==> src/rtl/csi_dtf_pkg.sv <==
package csi_dtf_pkg;

    localparam int DT_W   = 6;
    localparam int WC_W   = 16;
    localparam int RES_W  = 16;
    localparam int BYTE_W = 8;

    localparam logic [DT_W-1:0] DT_FRAME_START = 6'h00;
    localparam logic [DT_W-1:0] DT_FRAME_END   = 6'h01;
    localparam logic [DT_W-1:0] DT_LONG_FIRST  = 6'h10;

    typedef enum logic [1:0] {
        PK_FS,
        PK_FE,
        PK_LONG,
        PK_SHORT_OTHER
    } pkt_kind_t;

    typedef struct packed {
        logic             filt_en;
        logic [DT_W-1:0]  dt;
        logic [RES_W-1:0] lines;
        logic [RES_W-1:0] pixels;
    } dtf_cfg_t;

    function automatic pkt_kind_t classify(input logic [DT_W-1:0] dt);
        if (dt == DT_FRAME_START)     return PK_FS;
        else if (dt == DT_FRAME_END)  return PK_FE;
        else if (dt >= DT_LONG_FIRST) return PK_LONG;
        else                          return PK_SHORT_OTHER;
    endfunction

    // Word count of a line of packed 12-bit pixels: floor(pixels * 3 / 2).
    function automatic logic [WC_W-1:0] raw12_wc(input logic [RES_W-1:0] pixels);
        logic [RES_W+1:0] triple;
        triple = {2'b00, pixels} + {1'b0, pixels, 1'b0};
        return triple[WC_W:1];
    endfunction

endpackage

==> src/rtl/csi_dtf_shadow.sv <==
module csi_dtf_shadow
    import csi_dtf_pkg::*;
#(
    parameter dtf_cfg_t RST_CFG = '0
) (
    input  logic     clk,
    input  logic     rst,
    input  logic     load_evt,
    input  logic     upd_req,
    input  dtf_cfg_t work_cfg,
    output dtf_cfg_t act_cfg,
    output logic     pending
);

    always_ff @(posedge clk) begin
        if (rst) begin
            act_cfg <= RST_CFG;
            pending <= 1'b0;
        end else if (load_evt && (pending || upd_req)) begin
            act_cfg <= work_cfg;
            pending <= 1'b0;
        end else if (upd_req) begin
            pending <= 1'b1;
        end
    end


    shadow_at_fs_chk: assert property (@(posedge clk) disable iff (rst)
        (act_cfg != $past(act_cfg)) |-> $past(load_evt));

endmodule

==> src/rtl/csi_dtf_frmchk.sv <==
module csi_dtf_frmchk
    import csi_dtf_pkg::*;
#(
    parameter int CNT_W  = 16,
    parameter int LINE_W = 16
) (
    input  logic             clk,
    input  logic             rst,
    input  logic             fs_evt,
    input  logic             fe_evt,
    input  logic             fwd_evt,
    input  logic [WC_W-1:0]  wc,
    input  logic [RES_W-1:0] exp_lines,
    input  logic [WC_W-1:0]  exp_wc,
    output logic             frame_start,
    output logic             frame_end,
    output logic [CNT_W-1:0] frame_count,
    output logic             err_len,
    output logic             err_lines
);

    logic [LINE_W-1:0] line_cnt;

    always_ff @(posedge clk) begin
        if (rst) begin
            frame_start <= 1'b0;
            frame_end   <= 1'b0;
            frame_count <= '0;
            line_cnt    <= '0;
            err_len     <= 1'b0;
            err_lines   <= 1'b0;
        end else begin
            frame_start <= fs_evt;
            frame_end   <= fe_evt;
            if (fs_evt) begin
                frame_count <= frame_count + 1'b1;
                line_cnt    <= '0;
                err_len     <= 1'b0;
                err_lines   <= 1'b0;
            end else begin
                if (fwd_evt) begin
                    line_cnt <= line_cnt + 1'b1;
                    if (wc != exp_wc) err_len <= 1'b1;
                end
                if (fe_evt && (RES_W'(line_cnt) != exp_lines)) err_lines <= 1'b1;
            end
        end
    end


    frame_count_step_chk: assert property (@(posedge clk) disable iff (rst)
        frame_start |-> frame_count == CNT_W'($past(frame_count) + 1'b1));


    flags_clear_at_fs_chk: assert property (@(posedge clk) disable iff (rst)
        frame_start |-> (!err_len && !err_lines));


    strobes_exclusive_chk: assert property (@(posedge clk) disable iff (rst)
        !(frame_start && frame_end));

endmodule

==> src/rtl/csi_dtf.sv <==
module csi_dtf
    import csi_dtf_pkg::*;
#(
    parameter int          CNT_W      = 16,
    parameter logic [7:0]  DEF_DT_REG = 8'hB0,
    parameter logic [31:0] DEF_RES    = 32'h0438_0780,
    parameter bit          DEF_FILT   = 1'b1
) (
    input  logic              clk,
    input  logic              rst,
    input  logic              cfg_filt_en,
    input  logic [7:0]        cfg_dt_reg,
    input  logic [31:0]       cfg_res,
    input  logic              cfg_upd_req,
    output logic              upd_pending,
    input  logic              hdr_valid,
    input  logic [DT_W-1:0]   hdr_dt,
    input  logic [WC_W-1:0]   hdr_wc,
    input  logic              in_valid,
    input  logic [BYTE_W-1:0] in_data,
    input  logic              in_last,
    output logic              in_ready,
    output logic              out_valid,
    output logic [BYTE_W-1:0] out_data,
    output logic              out_sof,
    output logic              out_eol,
    input  logic              out_ready,
    output logic              frame_start,
    output logic              frame_end,
    output logic [CNT_W-1:0]  frame_count,
    output logic              err_len,
    output logic              err_lines
);

    localparam dtf_cfg_t RST_CFG = '{
        filt_en: DEF_FILT,
        dt:      DEF_DT_REG[7:2],
        lines:   DEF_RES[31:16],
        pixels:  DEF_RES[15:0]
    };

    dtf_cfg_t  work_cfg, act_cfg;
    pkt_kind_t kind;
    logic      fs_evt, fe_evt, pass_evt;
    logic      fwd_q, sof_pend;

    assign work_cfg = '{
        filt_en: cfg_filt_en,
        dt:      cfg_dt_reg[7:2],
        lines:   cfg_res[31:16],
        pixels:  cfg_res[15:0]
    };

    assign kind     = classify(hdr_dt);
    assign fs_evt   = hdr_valid && (kind == PK_FS);
    assign fe_evt   = hdr_valid && (kind == PK_FE);
    assign pass_evt = hdr_valid && (kind == PK_LONG) &&
                      (!act_cfg.filt_en || (hdr_dt == act_cfg.dt));

    csi_dtf_shadow #(.RST_CFG(RST_CFG)) u_shadow (
        .clk      (clk),
        .rst      (rst),
        .load_evt (fs_evt),
        .upd_req  (cfg_upd_req),
        .work_cfg (work_cfg),
        .act_cfg  (act_cfg),
        .pending  (upd_pending)
    );

    csi_dtf_frmchk #(.CNT_W(CNT_W), .LINE_W(RES_W)) u_frmchk (
        .clk         (clk),
        .rst         (rst),
        .fs_evt      (fs_evt),
        .fe_evt      (fe_evt),
        .fwd_evt     (pass_evt),
        .wc          (hdr_wc),
        .exp_lines   (act_cfg.lines),
        .exp_wc      (raw12_wc(act_cfg.pixels)),
        .frame_start (frame_start),
        .frame_end   (frame_end),
        .frame_count (frame_count),
        .err_len     (err_len),
        .err_lines   (err_lines)
    );

    // Forward/drop decision held for the payload that follows the header.
    always_ff @(posedge clk) begin
        if (rst) begin
            fwd_q    <= 1'b0;
            sof_pend <= 1'b0;
        end else begin
            if (hdr_valid) fwd_q <= pass_evt;
            if (fs_evt) sof_pend <= 1'b1;
            else if (out_valid && out_ready) sof_pend <= 1'b0;
        end
    end

    assign out_valid = in_valid && fwd_q;
    assign out_data  = in_data;
    assign out_eol   = out_valid && in_last;
    assign out_sof   = out_valid && sof_pend;
    assign in_ready  = fwd_q ? out_ready : 1'b1;


    drop_never_stalls_chk: assert property (@(posedge clk) disable iff (rst)
        (in_valid && !out_valid) |-> in_ready);


    pending_clear_at_fs_chk: assert property (@(posedge clk) disable iff (rst)
        frame_start |-> !upd_pending);


    sof_once_chk: assert property (@(posedge clk) disable iff (rst)
        (out_sof && out_ready) |=> !out_sof);

endmodule

==> config.mk <==
export PLATFORM = sky130hd
export DESIGN_NAME = csi_dtf
export DESIGN_NICKNAME = d
export VERILOG_FILES = /design/src/rtl/csi_dtf_pkg.sv /design/src/rtl/csi_dtf_shadow.sv /design/src/rtl/csi_dtf_frmchk.sv /design/src/rtl/csi_dtf.sv
export SDC_FILE = /design/constraint.sdc
export NUM_CORES = 1
export LEC_CHECK = 0
export BUFFER_PORTS_ARGS = -buffer_cell sky130_fd_sc_hd__buf_4
export CAP_MARGIN = 20
export CORE_AREA = 2 2 101 103
export DETAILED_ROUTE_END_ITERATION = 7
export DIE_AREA = 0 0 103 105
export HOLD_SLACK_MARGIN = 0.1
export PLACE_DENSITY = 0.72
export SLEW_MARGIN = 0
export SYNTH_ARGS = -nofsm -noshare
export SYNTH_HDL_FRONTEND = slang
export SYNTH_HIERARCHICAL = 1
export SYNTH_SLANG_ARGS = --single-unit
==> constraint.sdc <==
create_clock -name clk -period 3.9 [get_ports clk]
set_input_delay 0.585 -clock clk [delete_from_list [all_inputs] [get_ports clk]]
set_output_delay 0.585 -clock clk [all_outputs]
set_load 0.005 [all_outputs]
==> results.yml <==
clock_tree:
  cts_resized: 0
  clkTransAtPathRegs_ns: 0.09
  insertion_delay_ns: 0.35
  cts_root_buf: "clkbuf_8"
  clockBufferDepth: 2
  cts_tree: "yes"
  postCtsSetupBuffers: 0
  cts_max_level: 3
  cts_sinks: 78
  numCtsBuffers: 9
  postCtsHoldBufs: 0
setup_path:
  crit_path_max_incr_delay_ns: 0.40
  cp_slowest_cell: "fa_1"
  reg2reg_depth: 12
  critPathKind: "reg2reg"
  cp_num_cells: 12
  cp_data_required_time_ns: 4.13
  critical_path.top_delay_family: "compound AO/OA/AOI/OAI gates"
  startpoint_type: "flop"
  reg2reg_slack_ns: 0.80
  cp.buffers_inverters: 0
  cp_cell_sequence: "ha_1 > fa_1 > a21o_1 > a221oi_2 > a21oi_2 > a41o_1 > a21oi_2 > xnor2_1 > xnor2_1 > nand4_1 > o41ai_1 > a21oi_1"
  path_max_fanout: 4
  crit_arrival_ns: 3.33
  crit_path_end_kind: "flop"
sta:
  tns_ns: 0
  relSlewSlack_pct: 54.83
  clock_skew_ns: 0.009559
  rsz0062_at_grt: "false"
  max_freq_mhz: 322.9
  hold_viol: 0
  maxSlewViolCount: 0
  worstMarginPinSlew_ns: 0.6776
  post-route-period-util_pct: 79.40
  holdWs_ns: 0.4717
  period_minus_slack_ns: 3.097
  setup_viol: 0
place:
  finalWeightedCongestion: 0.8878
  hpwl_um: 7089
  port_buffers: 92
synth:
  synthTopCellsByCount: "dfxtp_1, nor2_1, nand2b_1"
  ys_seq_area_share_pct: 34.28
  synth_edf_count: 0
  syn_area_um2: 4556
  synth_fp_nets: 604
  synth.avg_cell_area_um2: 8.968
  post-synth-top-area-fraction_pct: 34.28
  ys_types: 53
  synth_seq_cells: 78
  yosysMostFrequentCell: "dfxtp_1"
  yosys-top-cells-area: "dfxtp_1, xnor2_1, mux2i_1, nand2b_1, nor2_1"
  yosys_warnings: 6
  synth-async-reset-ratio_pct: 0
  synthCells: 508
  synth_ff_type: "dfxtp_1"
  yosysTopAreaCell: "dfxtp_1"
routing:
  dr.pass1.iters: 4
  wl_per_cell_um: 13.21
  ant_nets: 0
  vias_per_cell: 5.000
  drc: 0
  drt_iter0_drc: 154
  vias: 3595
  totalWireLength_um: 9498
power_and_ir_drop:
  ir_drop_uv: 169.5
  switchingPower_w: 0.0003714
  combPwrFrac_pct: 7.7
  power.internal_w: 0.001175
  p_leak_nw: 2.145
  switching_share_pct: 24.02
  powerDensity_nw_per_um2: 283.8
  power_frac_clock_pct: 40.5
  seq_power_share_pct: 51.7
global_routing:
  grt_start_max_net_pins: 55
  grt.overflow.total: 0
  grt_pass1_wl_um: 15320
  grt_pass1_vias: 3378
  grt_usage_pct: 17.49
  antenna_found_initial: 0
floorplanning:
  io_pins: 111
  chipWidth_um: 103
  fp.coreArea_um2: 9639
  row_count: 36
  die_h_um: 105
  initial_core_util_pct: 47.26
  die_area_um2: 10820
hold_path:
  hold_depth: 2
  hold_path_class: "reg2reg"
layout:
  fillers: 918
  syn2layout_area_growth_pct: 19.61
  antenna_cells: 0
  drive_gt1_share_pct: 21.16
  fin_nets: 677
  regArea_um2: 1562
  multi_input_area_um2: 2770
job:
  cap_violations: 0
outcome:
  status: "finished clean"
==> worst min-delay path: cells and delay by family, from the launching register on <==
family	cells	cell delay, ns
DFF	1	0.33
AOI/OAI and AO/OA	1	0.05
buffers and inverters	1	0.05
==> metal layers <==
metal / GRT usage (%) / share of wire (%)
met5: 0 / 0
met4: 5.169 / 1.3
met3: 4.482 / 3.9
met2: 29.78 / 50
met1: 21.43 / 45
==> stage by stage <==
step	power [W]	utilization, %	worst slack (ns)	instances	area [um2]
2_1_floorplan	0.0008795	-	1.171	508	4556
5_1_grt	0.001612	56.53	0.5288	719	5449
4_1_cts	0.001566	56.53	0.8024	719	5449
3_3_place_gp	0.0009381	54.41	0.8587	703	5245
3_5_place_dp	0.0009395	54.41	0.8116	703	5245
6_report	0.001546	56.53	0.8034	719	5449
==> final timing paths <==
kind | start | end
setup reg to reg | u_shadow/act_cfg[1]$_SDFFE_PP0P_ | u_frmchk/err_len$_SDFFE_PP0P_
hold / removal | u_frmchk/err_lines$_SDFFE_PP0P_ | u_frmchk/err_lines$_SDFFE_PP0P_
setup / recovery | u_shadow/act_cfg[1]$_SDFFE_PP0P_ | u_frmchk/err_len$_SDFFE_PP0P_
hold reg to reg | u_frmchk/err_lines$_SDFFE_PP0P_ | u_frmchk/err_lines$_SDFFE_PP0P_
==> state kept, by name, summed over array words and instances (netlist names) <==
| name | cells |
|---|---|
| u_shadow/pending | 1 |
| fwd_q | 1 |
| u_frmchk/line_cnt | 16 |
| u_frmchk/frame_end | 1 |
| sof_pend | 1 |
| u_frmchk/err_lines | 1 |
| u_frmchk/frame_count | 16 |
| u_shadow/act_cfg | 39 |
| u_frmchk/err_len | 1 |
| u_frmchk/frame_start | 1 |
==> cells in the final DEF, fill, tap and decap left out, drive strengths merged, types with 6 or more instances in the layout <==
cell type	synthesis	final
buf	21	96
dfxtp	78	78
nor2	65	65
nand2b	56	56
xnor2	49	49
mux2i	42	42
xor2	24	24
nand4	19	19
nand2	18	18
ha	17	17
a21oi	17	17
inv	7	11
clkbuf	13	9
nand3	9	9
a21o	7	7
o21ai	7	7
and3	6	6
==> power by group through the flow <==
stage	clock network (W)	registers [W]	logic, W
after floorplan	0	0.000819	0.0000610
after global placement	0	0.000819	0.000119
after detailed placement	0	0.000819	0.000121
after CTS	0.000645	0.000800	0.000121
after global routing	0.000681	0.000801	0.000130
final	0.000627	0.000800	0.000120
==> cells by family (layout without fill, tap and decap cells) <==
group / after synthesis / after routing / share of synthesized area, %
mux: 43 / 43 / 9.475
fa+ha+maj: 18 / 18 / 5.108
compound gates: 51 / 51 / 7.910
flops: 78 / 78 / 34.28
xor+xnor: 73 / 73 / 14.03
buf+inv: 41 / 119 / 4.944
simple gates: 204 / 204 / 24.25
==> layout make-up <==
| class | instances | area share [%] |
|---|---|---|
| clock inverter | 7 | 1.470 |
| clock buffer | 9 | 2.273 |
| tap | 133 | 3.054 |
| timing repair buffer | 96 | 13.23 |
| sequential | 78 | 28.66 |
| inverter | 7 | 0.4822 |
| multi-input combinational | 389 | 50.84 |
Power figures use the tool's default switching activity.
